[src/rtl/i2c_arb_pkg.sv]
package i2c_arb_pkg;

  typedef enum logic [1:0] {
    ACQ_IDLE = 2'd0,
    ACQ_WAIT = 2'd1,
    ACQ_RUN  = 2'd2,
    ACQ_LEFT = 2'd3
  } acq_state_e;

  // Any of the host actions that release the arbitration-lost flag.
  function automatic logic al_release(input logic req_wr, input logic req_val,
                                      input logic irq_clr, input logic stop_clr,
                                      input logic stop_flag, input logic al);
    return (req_wr & req_val) | irq_clr | (stop_clr & stop_flag & al);
  endfunction

  // Strobe at which a pending loss turns into a bus wait.
  function automatic logic wait_point(input logic wait_sel, input logic byte_end,
                                      input logic ack_end);
    return wait_sel ? byte_end : ack_end;
  endfunction

endpackage

[src/rtl/i2c_bus_monitor.sv]
module i2c_bus_monitor (
  input  logic clk,
  input  logic rst_n,
  input  logic en,
  input  logic start_det,
  input  logic stop_det,
  input  logic stop_clr,
  output logic bus_busy,
  output logic stop_flag
);

  always_ff @(posedge clk or negedge rst_n) begin
    if (!rst_n) begin
      bus_busy  <= 1'b0;
      stop_flag <= 1'b0;
    end else if (!en) begin
      bus_busy  <= 1'b0;
      stop_flag <= 1'b0;
    end else begin
      if (start_det)     bus_busy <= 1'b1;
      else if (stop_det) bus_busy <= 1'b0;
      if (stop_det)      stop_flag <= 1'b1;
      else if (stop_clr) stop_flag <= 1'b0;
    end
  end


  busy_on_start_chk: assert property (@(posedge clk) disable iff (!rst_n)
    (en && start_det) |=> (bus_busy || !$past(en)));


  flag_on_stop_chk: assert property (@(posedge clk) disable iff (!rst_n)
    (en && stop_det) |=> stop_flag);

endmodule

[src/rtl/i2c_acq_fsm.sv]
module i2c_acq_fsm
  import i2c_arb_pkg::*;
(
  input  logic clk,
  input  logic rst_n,
  input  logic en,
  input  logic req_wr,
  input  logic req_val,
  input  logic bus_busy,
  input  logic slave_busy,
  input  logic slave_hit,
  input  logic stop_det,
  input  logic arb_fail,
  output logic master_req,
  output logic active,
  output logic start_go,
  output logic running,
  output logic wait_hit
);

  acq_state_e st, st_nxt;
  logic       go_nxt;
  logic       hit_nxt;
  logic       want, drop, blocked;

  assign want    = req_wr & req_val;
  assign drop    = req_wr & ~req_val;
  assign blocked = bus_busy | slave_busy;

  always_comb begin
    st_nxt  = st;
    go_nxt  = 1'b0;
    hit_nxt = 1'b0;
    unique case (st)
      ACQ_IDLE: if (want) begin
        if (blocked) st_nxt = ACQ_WAIT;
        else begin
          st_nxt = ACQ_RUN;
          go_nxt = 1'b1;
        end
      end
      ACQ_WAIT: begin
        if (drop) st_nxt = ACQ_IDLE;
        else if (slave_hit) begin
          st_nxt  = ACQ_LEFT;
          hit_nxt = 1'b1;
        end else if (!blocked) begin
          st_nxt = ACQ_RUN;
          go_nxt = 1'b1;
        end
      end
      ACQ_RUN: begin
        if (arb_fail)      st_nxt = ACQ_LEFT;
        else if (stop_det) st_nxt = ACQ_IDLE;
        else if (drop)     st_nxt = ACQ_LEFT;
      end
      default: if (stop_det) st_nxt = ACQ_IDLE;
    endcase
  end

  always_ff @(posedge clk or negedge rst_n) begin
    if (!rst_n) begin
      st       <= ACQ_IDLE;
      start_go <= 1'b0;
    end else if (!en) begin
      st       <= ACQ_IDLE;
      start_go <= 1'b0;
    end else begin
      st       <= st_nxt;
      start_go <= go_nxt;
    end
  end

  assign master_req = (st == ACQ_WAIT) | (st == ACQ_RUN);
  assign active     = (st == ACQ_RUN) | (st == ACQ_LEFT);
  assign running    = (st == ACQ_RUN);
  assign wait_hit   = en & hit_nxt;


  start_single_chk: assert property (@(posedge clk) disable iff (!rst_n)
    start_go |=> !start_go);


  start_free_chk: assert property (@(posedge clk) disable iff (!rst_n)
    start_go |-> (!$past(bus_busy) && !$past(slave_busy)));


  lost_status_chk: assert property (@(posedge clk) disable iff (!rst_n)
    (en && arb_fail) |=> (!master_req && active));

endmodule

[src/rtl/i2c_arb_detect.sv]
module i2c_arb_detect
  import i2c_arb_pkg::*;
(
  input  logic clk,
  input  logic rst_n,
  input  logic en,
  input  logic running,
  input  logic bit_sample,
  input  logic sda_out,
  input  logic sda_in,
  input  logic wait_sel,
  input  logic byte_end,
  input  logic ack_end,
  input  logic irq_clr,
  input  logic req_wr,
  input  logic req_val,
  input  logic stop_clr,
  input  logic stop_flag,
  input  logic wait_hit,
  output logic arb_fail,
  output logic arb_lost,
  output logic irq_flag,
  output logic scl_hold
);

  logic pend;
  logic at_wait;

  assign arb_fail = running & bit_sample & sda_out & ~sda_in;
  assign at_wait  = wait_point(wait_sel, byte_end, ack_end);

  always_ff @(posedge clk or negedge rst_n) begin
    if (!rst_n) begin
      arb_lost <= 1'b0;
      pend     <= 1'b0;
      irq_flag <= 1'b0;
    end else if (!en) begin
      arb_lost <= 1'b0;
      pend     <= 1'b0;
      irq_flag <= 1'b0;
    end else begin
      if (arb_fail || wait_hit) arb_lost <= 1'b1;
      else if (al_release(req_wr, req_val, irq_clr, stop_clr, stop_flag, arb_lost))
        arb_lost <= 1'b0;
      if (arb_fail)            pend <= 1'b1;
      else if (pend && at_wait) pend <= 1'b0;
      if (pend && at_wait)     irq_flag <= 1'b1;
      else if (irq_clr)        irq_flag <= 1'b0;
    end
  end

  assign scl_hold = irq_flag;


  irq_wait_point_chk: assert property (@(posedge clk) disable iff (!rst_n)
    $rose(irq_flag) |-> $past(wait_sel ? byte_end : ack_end));


  slave_hit_lost_chk: assert property (@(posedge clk) disable iff (!rst_n)
    wait_hit |=> arb_lost);


  no_low_drive_loss_chk: assert property (@(posedge clk) disable iff (!rst_n)
    (bit_sample && !sda_out && !arb_lost && !wait_hit) |=> !arb_lost);

endmodule

[src/rtl/i2c_master_arbiter.sv]
module i2c_master_arbiter (
  input  logic clk,
  input  logic rst_n,
  input  logic en,
  input  logic req_wr,
  input  logic req_val,
  input  logic irq_clr,
  input  logic stop_clr,
  input  logic wait_sel,
  input  logic start_det,
  input  logic stop_det,
  input  logic slave_busy,
  input  logic slave_hit,
  input  logic bit_sample,
  input  logic sda_out,
  input  logic sda_in,
  input  logic byte_end,
  input  logic ack_end,
  output logic master_req,
  output logic active,
  output logic start_go,
  output logic bus_busy,
  output logic arb_lost,
  output logic irq_flag,
  output logic scl_hold,
  output logic stop_flag
);

  logic running;
  logic wait_hit;
  logic arb_fail;

  i2c_bus_monitor u_mon (
    .clk(clk), .rst_n(rst_n), .en(en),
    .start_det(start_det), .stop_det(stop_det), .stop_clr(stop_clr),
    .bus_busy(bus_busy), .stop_flag(stop_flag)
  );

  i2c_acq_fsm u_fsm (
    .clk(clk), .rst_n(rst_n), .en(en),
    .req_wr(req_wr), .req_val(req_val),
    .bus_busy(bus_busy), .slave_busy(slave_busy), .slave_hit(slave_hit),
    .stop_det(stop_det), .arb_fail(arb_fail),
    .master_req(master_req), .active(active), .start_go(start_go),
    .running(running), .wait_hit(wait_hit)
  );

  i2c_arb_detect u_det (
    .clk(clk), .rst_n(rst_n), .en(en),
    .running(running), .bit_sample(bit_sample),
    .sda_out(sda_out), .sda_in(sda_in),
    .wait_sel(wait_sel), .byte_end(byte_end), .ack_end(ack_end),
    .irq_clr(irq_clr), .req_wr(req_wr), .req_val(req_val),
    .stop_clr(stop_clr), .stop_flag(stop_flag), .wait_hit(wait_hit),
    .arb_fail(arb_fail), .arb_lost(arb_lost),
    .irq_flag(irq_flag), .scl_hold(scl_hold)
  );


  disable_clears_chk: assert property (@(posedge clk) disable iff (!rst_n)
    !en |=> (!master_req && !active && !arb_lost && !irq_flag && !bus_busy));

endmodule

[config.mk]
export PLATFORM = sky130hd
export DESIGN_NAME = i2c_master_arbiter
export DESIGN_NICKNAME = d
export VERILOG_FILES = /design/src/rtl/i2c_arb_pkg.sv /design/src/rtl/i2c_bus_monitor.sv /design/src/rtl/i2c_acq_fsm.sv /design/src/rtl/i2c_arb_detect.sv /design/src/rtl/i2c_master_arbiter.sv
export SDC_FILE = /design/constraint.sdc
export NUM_CORES = 1
export LEC_CHECK = 0
export CELL_PAD_IN_SITES_DETAIL_PLACEMENT = 0
export CELL_PAD_IN_SITES_GLOBAL_PLACEMENT = 1
export CORE_ASPECT_RATIO = 0.8
export CORE_UTILIZATION = 31
export DETAILED_ROUTE_END_ITERATION = 16
export PLACE_DENSITY = 0.78
export SKIP_LAST_GASP = 1
export SYNTH_ARGS = -nofsm -noshare
export SYNTH_HDL_FRONTEND = slang
export SYNTH_SLANG_ARGS = --single-unit
[constraint.sdc]
create_clock -name clk -period 4.3 [get_ports clk]
set_clock_uncertainty 0.2 [all_clocks]
set_input_delay 1.075 -clock clk [delete_from_list [all_inputs] [get_ports clk]]
set_output_delay 1.075 -clock clk [all_outputs]
set_load 0.05 [all_outputs]
==> results of run 1 <==
==> worst max-delay path, cell delays in order (launching register included) <==
cell and delay, ns:
dfrtp_1 0.40, inv_1 0.09, ha_1 0.26, or2_1 0.14
clkdlybuf4s50_1 0.79
==> area by class of cell <==
cell class	count	area share (%)
Clock buffer	3	2.69
Inverter	7	3.14
Multi-Input combinational cell	42	38.3
Sequential cell	8	23.9
Tap cell	22	3.29
Timing Repair Buffer	24	28.7
==> kinds of logic (layout without fill, tap and decap cells) <==
| kind of cell | Yosys count | count (layout) | share of synthesized area (%) |
|---|---|---|---|
| adders and majority gates | 4 | 4 | 9.03 |
| AOI/OAI and AO/OA | 14 | 14 | 20.5 |
| DFF | 8 | 8 | 36.1 |
| buffers and inverters | 8 | 34 | 6.09 |
| and+or+nand+nor | 21 | 21 | 22.8 |
| muxes | 3 | 3 | 5.42 |
==> layout by cell type, fill, tap and decap left out, types with 2 or more instances in the layout <==
| master | instances |
|---|---|
| clkdlybuf4s50_1 | 24 |
| inv_1 | 6 |
| mux2i_1 | 3 |
| ha_1 | 4 |
| nand4b_1 | 2 |
| a21oi_1 | 3 |
| nor2_1 | 3 |
| o21ai_0 | 2 |
| nand3_1 | 2 |
| clkbuf_4 | 3 |
| dfrtp_1 | 8 |
| nand2_1 | 6 |
==> sequential cells by signal, summed over array words and instances, names as in the netlist <==
| signal | cells |
|---|---|
| u_det.arb_lost | 1 |
| u_fsm.st | 2 |
| u_mon.bus_busy | 1 |
| u_det.irq_flag | 1 |
| u_det.pend | 1 |
| u_mon.stop_flag | 1 |
| u_fsm.start_go | 1 |
==> power by group <==
part | total [mW] | internal, mW | switching (mW)
clock | 0.0549 | 0.0318 | 0.0231
combinational | 0.227 | 0.0973 | 0.130
sequential | 0.0960 | 0.0863 | 0.00968
total | 0.378 | 0.215 | 0.163
==> metal layers <==
metal | vias to the layer above | track usage (%)
met4 | 0 | 6.62
met1 | 240 | 19.4
met2 | 17 | 24.0
met3 | 2 | 7.36
met5 | - | 0
li1 | 257 | -
==> worst max path at each step <==
stage	from	endpoint	slack [ns]	cells past startpoint
after CTS	u_fsm.st[0]	active	1.07	4
after global placement	u_fsm.st[0]	active	1.38	4
after detailed placement	u_fsm.st[0]	active	1.36	4
after floorplan	u_fsm.st[0]	active	1.94	3
final	u_fsm.st[0]	active	1.09	4
after global routing	u_fsm.st[0]	active	0.97	4
==> through the flow <==
step           cell area [um2]  hold WS [ns]  power (mW)  worst slack [ns]
6_report                   837         0.326       0.378              1.09
3_5_place_dp               815         0.321       0.324              1.36
3_3_place_gp               815         0.317       0.324              1.38
2_1_floorplan              554         0.301       0.262              1.94
4_1_cts                    837         0.326       0.383              1.07
5_1_grt                    837         0.378       0.406             0.969
==> metrics.yaml, run 1 <==
clock_tree:
  clockBufferDepth: 2
  cts.sinks: 8
  cts_buffers: 3
  postCtsHoldBufs: 0
  cts_max_level: 1
  ctsRootBufferMaster: "clkbuf_4"
  insertion_delay_ns: 0.25
  cts_tree: "built"
  post_cts_resized: 0
  clk_pin_slew_ns: 0.05
  cts_setup_buffers: 0
power:
  p_leak_nw: 0.349
  ir_drop_v: 0.000377
  p_per_area_nw_per_um2: 451
job:
  max_cap_violations: 0
yosys:
  ys.warnings.count: 0
  synth_top_area_cell: "dfrtp_1"
  synth_nets: 79
  ys_seq_area_share_pct: 36.1
  synth_area_per_cell_um2: 9.56
  synth.most_common_cell: "dfrtp_1"
  synth-seq-cells: 8
  synth_cell_types: 29
  async_reset_ff_share_pct: 100
  synthesis.area_um2: 554
  ys_top_cells_by_area: "dfrtp_1, ha_1, mux2i_1, o311ai_4, inv_1"
  yosys.area.top_type_share_pct: 36.1
  synth_edf_count: 0
  netlist_instances: 58
  synth_ff_type: "dfrtp_1"
  synth.top_cells.by_count: "dfrtp_1, inv_1, nand2_1, ha_1"
worst_hold_path:
  hp-start: "u_det.pend"
  hold_class: "reg2reg"
  hold_depth: 2
  hold_path_end: "u_det.pend"
critical_path:
  arrival_ns: 1.93
  cp_max_fo: 5
  reg2reg_from: "u_fsm.st[1]"
  r2r-end: "u_fsm.st[0]"
  reg2reg_depth: 6
  reg2reg_slack_ns: 2.58
  worstSetupPathType: "reg2out"
  cp-start-kind: "flop"
  crit_path_end_kind: "output pin"
  required_ns: 3.02
global_routing:
  grt_max_degree: 9
  grt_remaining_overflow: 0
  grt_pass1_wl_um: 2130
  grt_pass1_vias: 470
  antenna_found_initial: 0
  grt_use_total_pct: 15.9
final_layout:
  multi_input_area_um2: 320
  layoutNonFillerInstCount: 106
  syn2layout_area_growth_pct: 51.0
  fin_util_pct: 51.0
  fin_nets: 107
  drive_gt1_share_pct: 11.9
  antenna_cells: 0
  seq_area_um2: 200
  n_fill_cell: 166
drt:
  routedLengthMet1_um: 560
  drtAntennaViolNets: 0
  top_layer_used: "met4"
  via_count: 516
  drt_drc_violations_left: 0
  met2WireLength_um: 573
  drt_wl_total_um: 1230
  drt_iter0_markers: 8
  via_per_inst: 4.87
  wl_per_cell_um: 11.6
  met3WireLength_um: 88
  firstDrtPassIters: 4
timing:
  slew_headroom_pct: 67.2
  hold_viol: 0
  rsz0062_at_grt: "no"
  maxSlewViolCount: 0
  finalSetupViolations: 0
  tns_ns: 0
  fmax_mhz: 312
  finalCritPeriodShare_pct: 74.6
  tightest_slew_ns: 0.491
  fin_crit_ns: 3.21
floorplanning:
  io_pins: 25
  rows: 13
  initial_core_util_pct: 33.7
  die_h_um: 39.8
  core_area_um2: 1640
  die_w_um: 49.3
  die-area_um2: 1960
placed_design:
  dp_hpwl_um: 987
  place_congestion: 0.787
  place_inst: 103
  portBuffers: 24
run_status:
  status: "finished, final reports clean"
No activity file was read; power rests on OpenSTA's default activity.
==> inputs of run 2 (changes only) <==
--- a/config.mk
+++ b/config.mk
@@ -8,9 +8,9 @@
 export CELL_PAD_IN_SITES_DETAIL_PLACEMENT = 0
 export CELL_PAD_IN_SITES_GLOBAL_PLACEMENT = 1
 export CORE_ASPECT_RATIO = 0.8
-export CORE_UTILIZATION = 31
+export CORE_UTILIZATION = 28
 export DETAILED_ROUTE_END_ITERATION = 16
-export PLACE_DENSITY = 0.78
+export PLACE_DENSITY = 0.71
 export SKIP_LAST_GASP = 1
 export SYNTH_ARGS = -nofsm -noshare
 export SYNTH_HDL_FRONTEND = slang
==> constraint.sdc (replaced) <==
create_clock -name clk -period 3.3 [get_ports clk]
set_clock_uncertainty 0.2 [all_clocks]
set_input_delay 0.825 -clock clk [delete_from_list [all_inputs] [get_ports clk]]
set_output_delay 0.825 -clock clk [all_outputs]
set_load 0.05 [all_outputs]
==> metrics.yaml, run 2 (same netlist as run 1, synthesis figures left out) <==
drt:
  wl_per_cell_um: 12.6  # +8.9%
  top_layer_used: "met3"
  via_count: 517  # +0.19%
  drt_wl_total_um: 1340  # +8.9%
  via_per_inst: 4.88  # +0.19%
  routedLengthMet1_um: 640  # +14%
  firstDrtPassIters: 4  # unchanged
  met2WireLength_um: 587  # +2.4%
  drt_iter0_markers: 18  # +10
  drtAntennaViolNets: 0  # unchanged
  drt_drc_violations_left: 0  # unchanged
  met3WireLength_um: 108  # +23%
final_layout:
  fin_nets: 107  # unchanged
  layout_common_cells: "clkdlybuf4s50_1, dfrtp_1, inv_1, nand2_1, ha_1"
  fin_util_pct: 48.1  # -2.9 points
  largest_reg_flops: 2  # unchanged
  drive_gt1_share_pct: 11.9  # unchanged
  syn2layout_area_growth_pct: 51.0  # unchanged
  largest-register: "u_fsm.st"
  final_common_cell: "clkdlybuf4s50_1"
  antenna_cells: 0  # unchanged
timing:
  tightest_slew_ns: 0.494  # +0.00289 ns
  slew_headroom_pct: 67.0  # -0.19 points
  tns_ns: 0  # unchanged
  finalCritPeriodShare_pct: 90.2
  fmax_mhz: 336
  fin_crit_ns: 2.98
  maxSlewViolCount: 0  # unchanged
  rsz0062_at_grt: "no"
  hold_viol: 0  # unchanged
  finalSetupViolations: 0  # unchanged
global_routing:
  antenna_found_initial: 0  # unchanged
  grt_pass1_wl_um: 2350  # +10%
  grt_use_total_pct: 15.0  # -0.85 points
  grt_remaining_overflow: 0  # unchanged
  grt_max_degree: 9  # unchanged
  grt_pass1_vias: 510  # +8.5%
critical_path:
  cp_max_fo: 5  # unchanged
  arrival_ns: 1.95  # +0.02 ns
  worstSetupPathType: "reg2out"
  reg2reg_depth: 6  # unchanged
  cp-start-kind: "flop"
  crit_path_end_kind: "output pin"
  required_ns: 2.27  # -0.75 ns
floorplanning:
  die-area_um2: 2160  # +10%
  die_w_um: 51.7  # +5.0%
  die_h_um: 41.8  # +5.0%
  rows: 13  # unchanged
  io_pins: 25  # unchanged
  core_area_um2: 1740  # +5.9%
  initial_core_util_pct: 31.8  # -1.9 points
power:
  p_leak_nw: 0.349  # unchanged
  p_per_area_nw_per_um2: 591  # +31%
  ir_drop_v: 0.000522  # +39%
clock_tree:
  cts_tree: "built"
  cts.sinks: 8  # unchanged
  clockBufferDepth: 2  # unchanged
  clk_pin_slew_ns: 0.06  # about the same
  postCtsHoldBufs: 0  # unchanged
  cts_max_level: 1  # unchanged
  insertion_delay_ns: 0.25  # about the same
  post_cts_resized: 0  # unchanged
  cts_buffers: 3  # unchanged
  cts_setup_buffers: 0  # unchanged
  ctsRootBufferMaster: "clkbuf_4"
placed_design:
  portBuffers: 24  # unchanged
  place_congestion: 0.728  # -7.4%
  dp_hpwl_um: 1110  # +13%
worst_hold_path:
  hold_depth: 2  # unchanged
  hold_class: "reg2reg"
run_status:
  status: "finished, final reports clean"
job:
  max_cap_violations: 0  # unchanged
run 2: metrics by stage:
step / power (mW) / worst slack, ns / std cells / hold slack, ns / cell area (um2)
global route: 0.529 / 0.226 / 106 / 0.356 / 837
global placement: 0.425 / 0.638 / 103 / 0.318 / 815
detailed placement: 0.424 / 0.599 / 103 / 0.324 / 815
finish: 0.495 / 0.322 / 106 / 0.325 / 837
CTS: 0.502 / 0.314 / 106 / 0.330 / 837
floorplan: 0.341 / 1.19 / 58 / 0.301 / 554
run 2: metal layers:
metal  GRT usage (%)  up-vias
li1                -      258
met1            20.1      236
met2            21.6       23
met3            7.33        0
met4            3.24        0
met5               0        -
run 2: critical path, cell delays in order, from the launching register on:
cell and delay [ns]:
dfrtp_1 0.41, inv_1 0.10, ha_1 0.25, or2_1 0.15
clkdlybuf4s50_1 0.80
run 2: path summary, 6_finish.rpt:
kind	slack [ns]	start	endpoint
max in group asynchronous	1.99	rst_n	u_fsm.st[0]
setup reg to reg	1.61	u_fsm.st[1]	u_fsm.st[0]
hold reg to reg	0.33	u_det.pend	u_det.pend
min in group asynchronous	0.64	rst_n	u_mon.stop_flag
hold / removal	0.33	u_det.pend	u_det.pend
setup / recovery	0.32	u_fsm.st[0]	active
run 2: cell type report:
class                           count  area [um2]
Clock buffer                        3        22.5
Fill cell                         172         903
Inverter                            7        26.3
Multi-Input combinational cell     42         320
Sequential cell                     8         200
Tap cell                           22        27.5
Timing Repair Buffer               24         240
run 2: power breakdown:
group	switching, mW	internal, mW	total, mW
Combinational	0.169	0.126	0.295
Sequential	0.0133	0.112	0.126
Clock	0.0320	0.0415	0.0735
==> inputs of run 3 (changes only) <==
--- a/config.mk
+++ b/config.mk
@@ -7,10 +7,10 @@
 export LEC_CHECK = 0
 export CELL_PAD_IN_SITES_DETAIL_PLACEMENT = 0
 export CELL_PAD_IN_SITES_GLOBAL_PLACEMENT = 1
-export CORE_ASPECT_RATIO = 0.8
-export CORE_UTILIZATION = 28
+export CORE_ASPECT_RATIO = 1.5
+export CORE_UTILIZATION = 26
 export DETAILED_ROUTE_END_ITERATION = 16
-export PLACE_DENSITY = 0.71
+export PLACE_DENSITY = 0.69
 export SKIP_LAST_GASP = 1
 export SYNTH_ARGS = -nofsm -noshare
 export SYNTH_HDL_FRONTEND = slang
==> constraint.sdc (replaced) <==
create_clock -name clk -period 2.6 [get_ports clk]
set_clock_uncertainty 0.2 [all_clocks]
set_input_delay 0.65 -clock clk [delete_from_list [all_inputs] [get_ports clk]]
set_output_delay 0.65 -clock clk [all_outputs]
set_load 0.05 [all_outputs]
==> metrics.yaml, run 3 (same netlist as run 1, synthesis figures left out) <==
power:
  p_per_area_nw_per_um2: 763  # +29%
  power_mw: 0.644  # +30%
  p_switching_mw: 0.277  # +29%
  pwr-share-seq_pct: 24.7  # -0.7 points
  ir_drop_v: 0.000529  # +1.3%
  p_sw_share_pct: 42.9  # -0.39 points
  combPwrFrac_pct: 60.5  # +0.8 points
  p_leak_nw: 0.356  # +1.8%
  clkPwrFrac_pct: 14.8  # about the same
  p_int_mw: 0.367  # +31%
global_routing:
  grt_pass1_vias: 548  # +7.5%
  grt_remaining_overflow: 0  # unchanged
  antenna_found_initial: 0  # unchanged
  grt_max_degree: 9  # unchanged
  grt_pass1_wl_um: 2210  # -5.9%
  grt_use_total_pct: 13.9  # -1.1 points
timing:
  tightest_slew_ns: 0.492  # -0.00235 ns
  rsz0062_at_grt: "no"
  fmax_mhz: 422
  slew_headroom_pct: 67.1  # +0.16 points
  maxSlewViolCount: 0  # unchanged
  finalSetupViolations: 0  # unchanged
  hold_viol: 0  # unchanged
  whs_ns: 0.329  # +0.00361 ns
  finalCritPeriodShare_pct: 91.2
  setup_slack_ns: 0.229  # -0.0935 ns
  fin_crit_ns: 2.37
  tns_ns: 0  # unchanged
critical_path:
  cp-start-kind: "flop"
  required_ns: 1.75  # -0.52 ns
  cpPeakStageDelay_ns: 0.84  # +0.04 ns
  crit_path_end_kind: "output pin"
  path_cells: "clkdlybuf4s50_1"
  cp_max_fo: 4  # -1
  critPathBufInv: 1  # -1
  critPathTopFamily: "buffers and inverters"
  worstSetupPathType: "reg2out"
  slowest_stage: "clkdlybuf4s50_1"
  arrival_ns: 1.52  # -0.43 ns
placed_design:
  portBuffers: 24  # unchanged
  place_inst: 103  # unchanged
  place_ws_ns: 0.393  # -0.206 ns
  dp_hpwl_um: 1120  # +0.48%
  place_congestion: 0.775  # +6.4%
  dpl_cell_area_um2: 822  # +0.92%
final_layout:
  syn2layout_area_growth_pct: 52.4
  fin_util_pct: 41.7  # -6.4 points
  drive_gt1_share_pct: 14.3  # +2.4 points
  layoutNonFillerInstCount: 106  # unchanged
  largest_reg_flops: 2  # unchanged
  fin_nets: 107  # unchanged
  largest-register: "u_fsm.st"
  antenna_cells: 0  # unchanged
  layout_common_cells: "clkdlybuf4s50_1, dfrtp_1, inv_1, nand2_1, ha_1"
  final_cell_area_um2: 845  # +0.90%
  final_common_cell: "clkdlybuf4s50_1"
clock_tree:
  ctsRootBufferMaster: "clkbuf_4"
  postCtsHoldBufs: 0  # unchanged
  cts_buffers: 3  # unchanged
  cts_setup_buffers: 0  # unchanged
  cts.sinks: 8  # unchanged
  insertion_delay_ns: 0.25  # about the same
  cts_max_level: 1  # unchanged
  clockBufferDepth: 2  # unchanged
  post_cts_resized: 0  # unchanged
  clk_pin_slew_ns: 0.06  # about the same
  cts_tree: "built"
drt:
  wl_per_cell_um: 12.7  # +0.52%
  firstDrtPassIters: 2  # -2
  via_count: 527  # +1.9%
  drt_wl_total_um: 1340  # +0.52%
  via_per_inst: 4.97  # +1.9%
  drtAntennaViolNets: 0  # unchanged
  drt_iter0_markers: 2  # -16
  drt_drc_violations_left: 0  # unchanged
floorplanning:
  initial_core_util_pct: 27.3  # -4.5 points
  die-area_um2: 2320  # +7.5%
  core_area_um2: 2030  # +16%
  die_w_um: 39.7  # -23%
  die_h_um: 58.6  # +40%
  rows: 20  # +7
  io_pins: 25  # unchanged
job:
  max_cap_violations: 0  # unchanged
run_status:
  status: "finished, final reports clean"
worst_hold_path:
  hold_class: "reg2reg"
[run 3: area by class of cell]
| type | count | area, um2 |
|---|---|---|
| multi-input cells | 42 | 320 |
| flip-flops and latches | 8 | 200 |
| clock buffers | 3 | 22.5 |
| well taps | 22 | 27.5 |
| inverters | 7 | 26.3 |
| fillers | 209 | 1180 |
| repair buffers | 24 | 248 |
[run 3: power by group through the flow]
stage	Sequential, mW	Clock [mW]	Combinational (mW)
CTS	0.160	0.0984	0.393
floorplan	0.177	0	0.256
detailed placement	0.162	0	0.391
global placement	0.162	0	0.390
global route	0.163	0.107	0.416
finish	0.159	0.0951	0.390
[run 3: worst register-to-register path: cells and delay by family (launching register included)]
family | cells | cell delay, ns
multiplexers | 1 | 0.25
AO/OA/AOI/OAI | 2 | 0.16
adder cells (fa/ha/maj) | 1 | 0.28
AND/OR/NAND/NOR | 1 | 0.30
buffers and inverters | 1 | 0.08
flip-flops | 1 | 0.39
[run 3: worst paths after layout]
check | startpoint | to | slack, ns | cells after the start
hold / removal | u_det.pend | u_det.pend | 0.33 | 2
min in group asynchronous | rst_n | u_mon.stop_flag | 0.47 | 1
setup reg to reg | u_fsm.st[0] | u_fsm.st[0] | 0.85 | 6
hold reg to reg | u_det.pend | u_det.pend | 0.33 | 2
setup / recovery | u_mon.bus_busy | bus_busy | 0.23 | 1
max in group asynchronous | rst_n | u_fsm.st[0] | 1.45 | 1
[run 3: per-layer routing]
metal  vias to the layer above  global-route usage [%]  wire length (um)
met5                         -                       0                 0
met4                         0                    10.3                27
met3                         2                    1.13                46
met2                        20                    23.9               712
met1                       250                    14.8               555
li1                        255                       -                 -
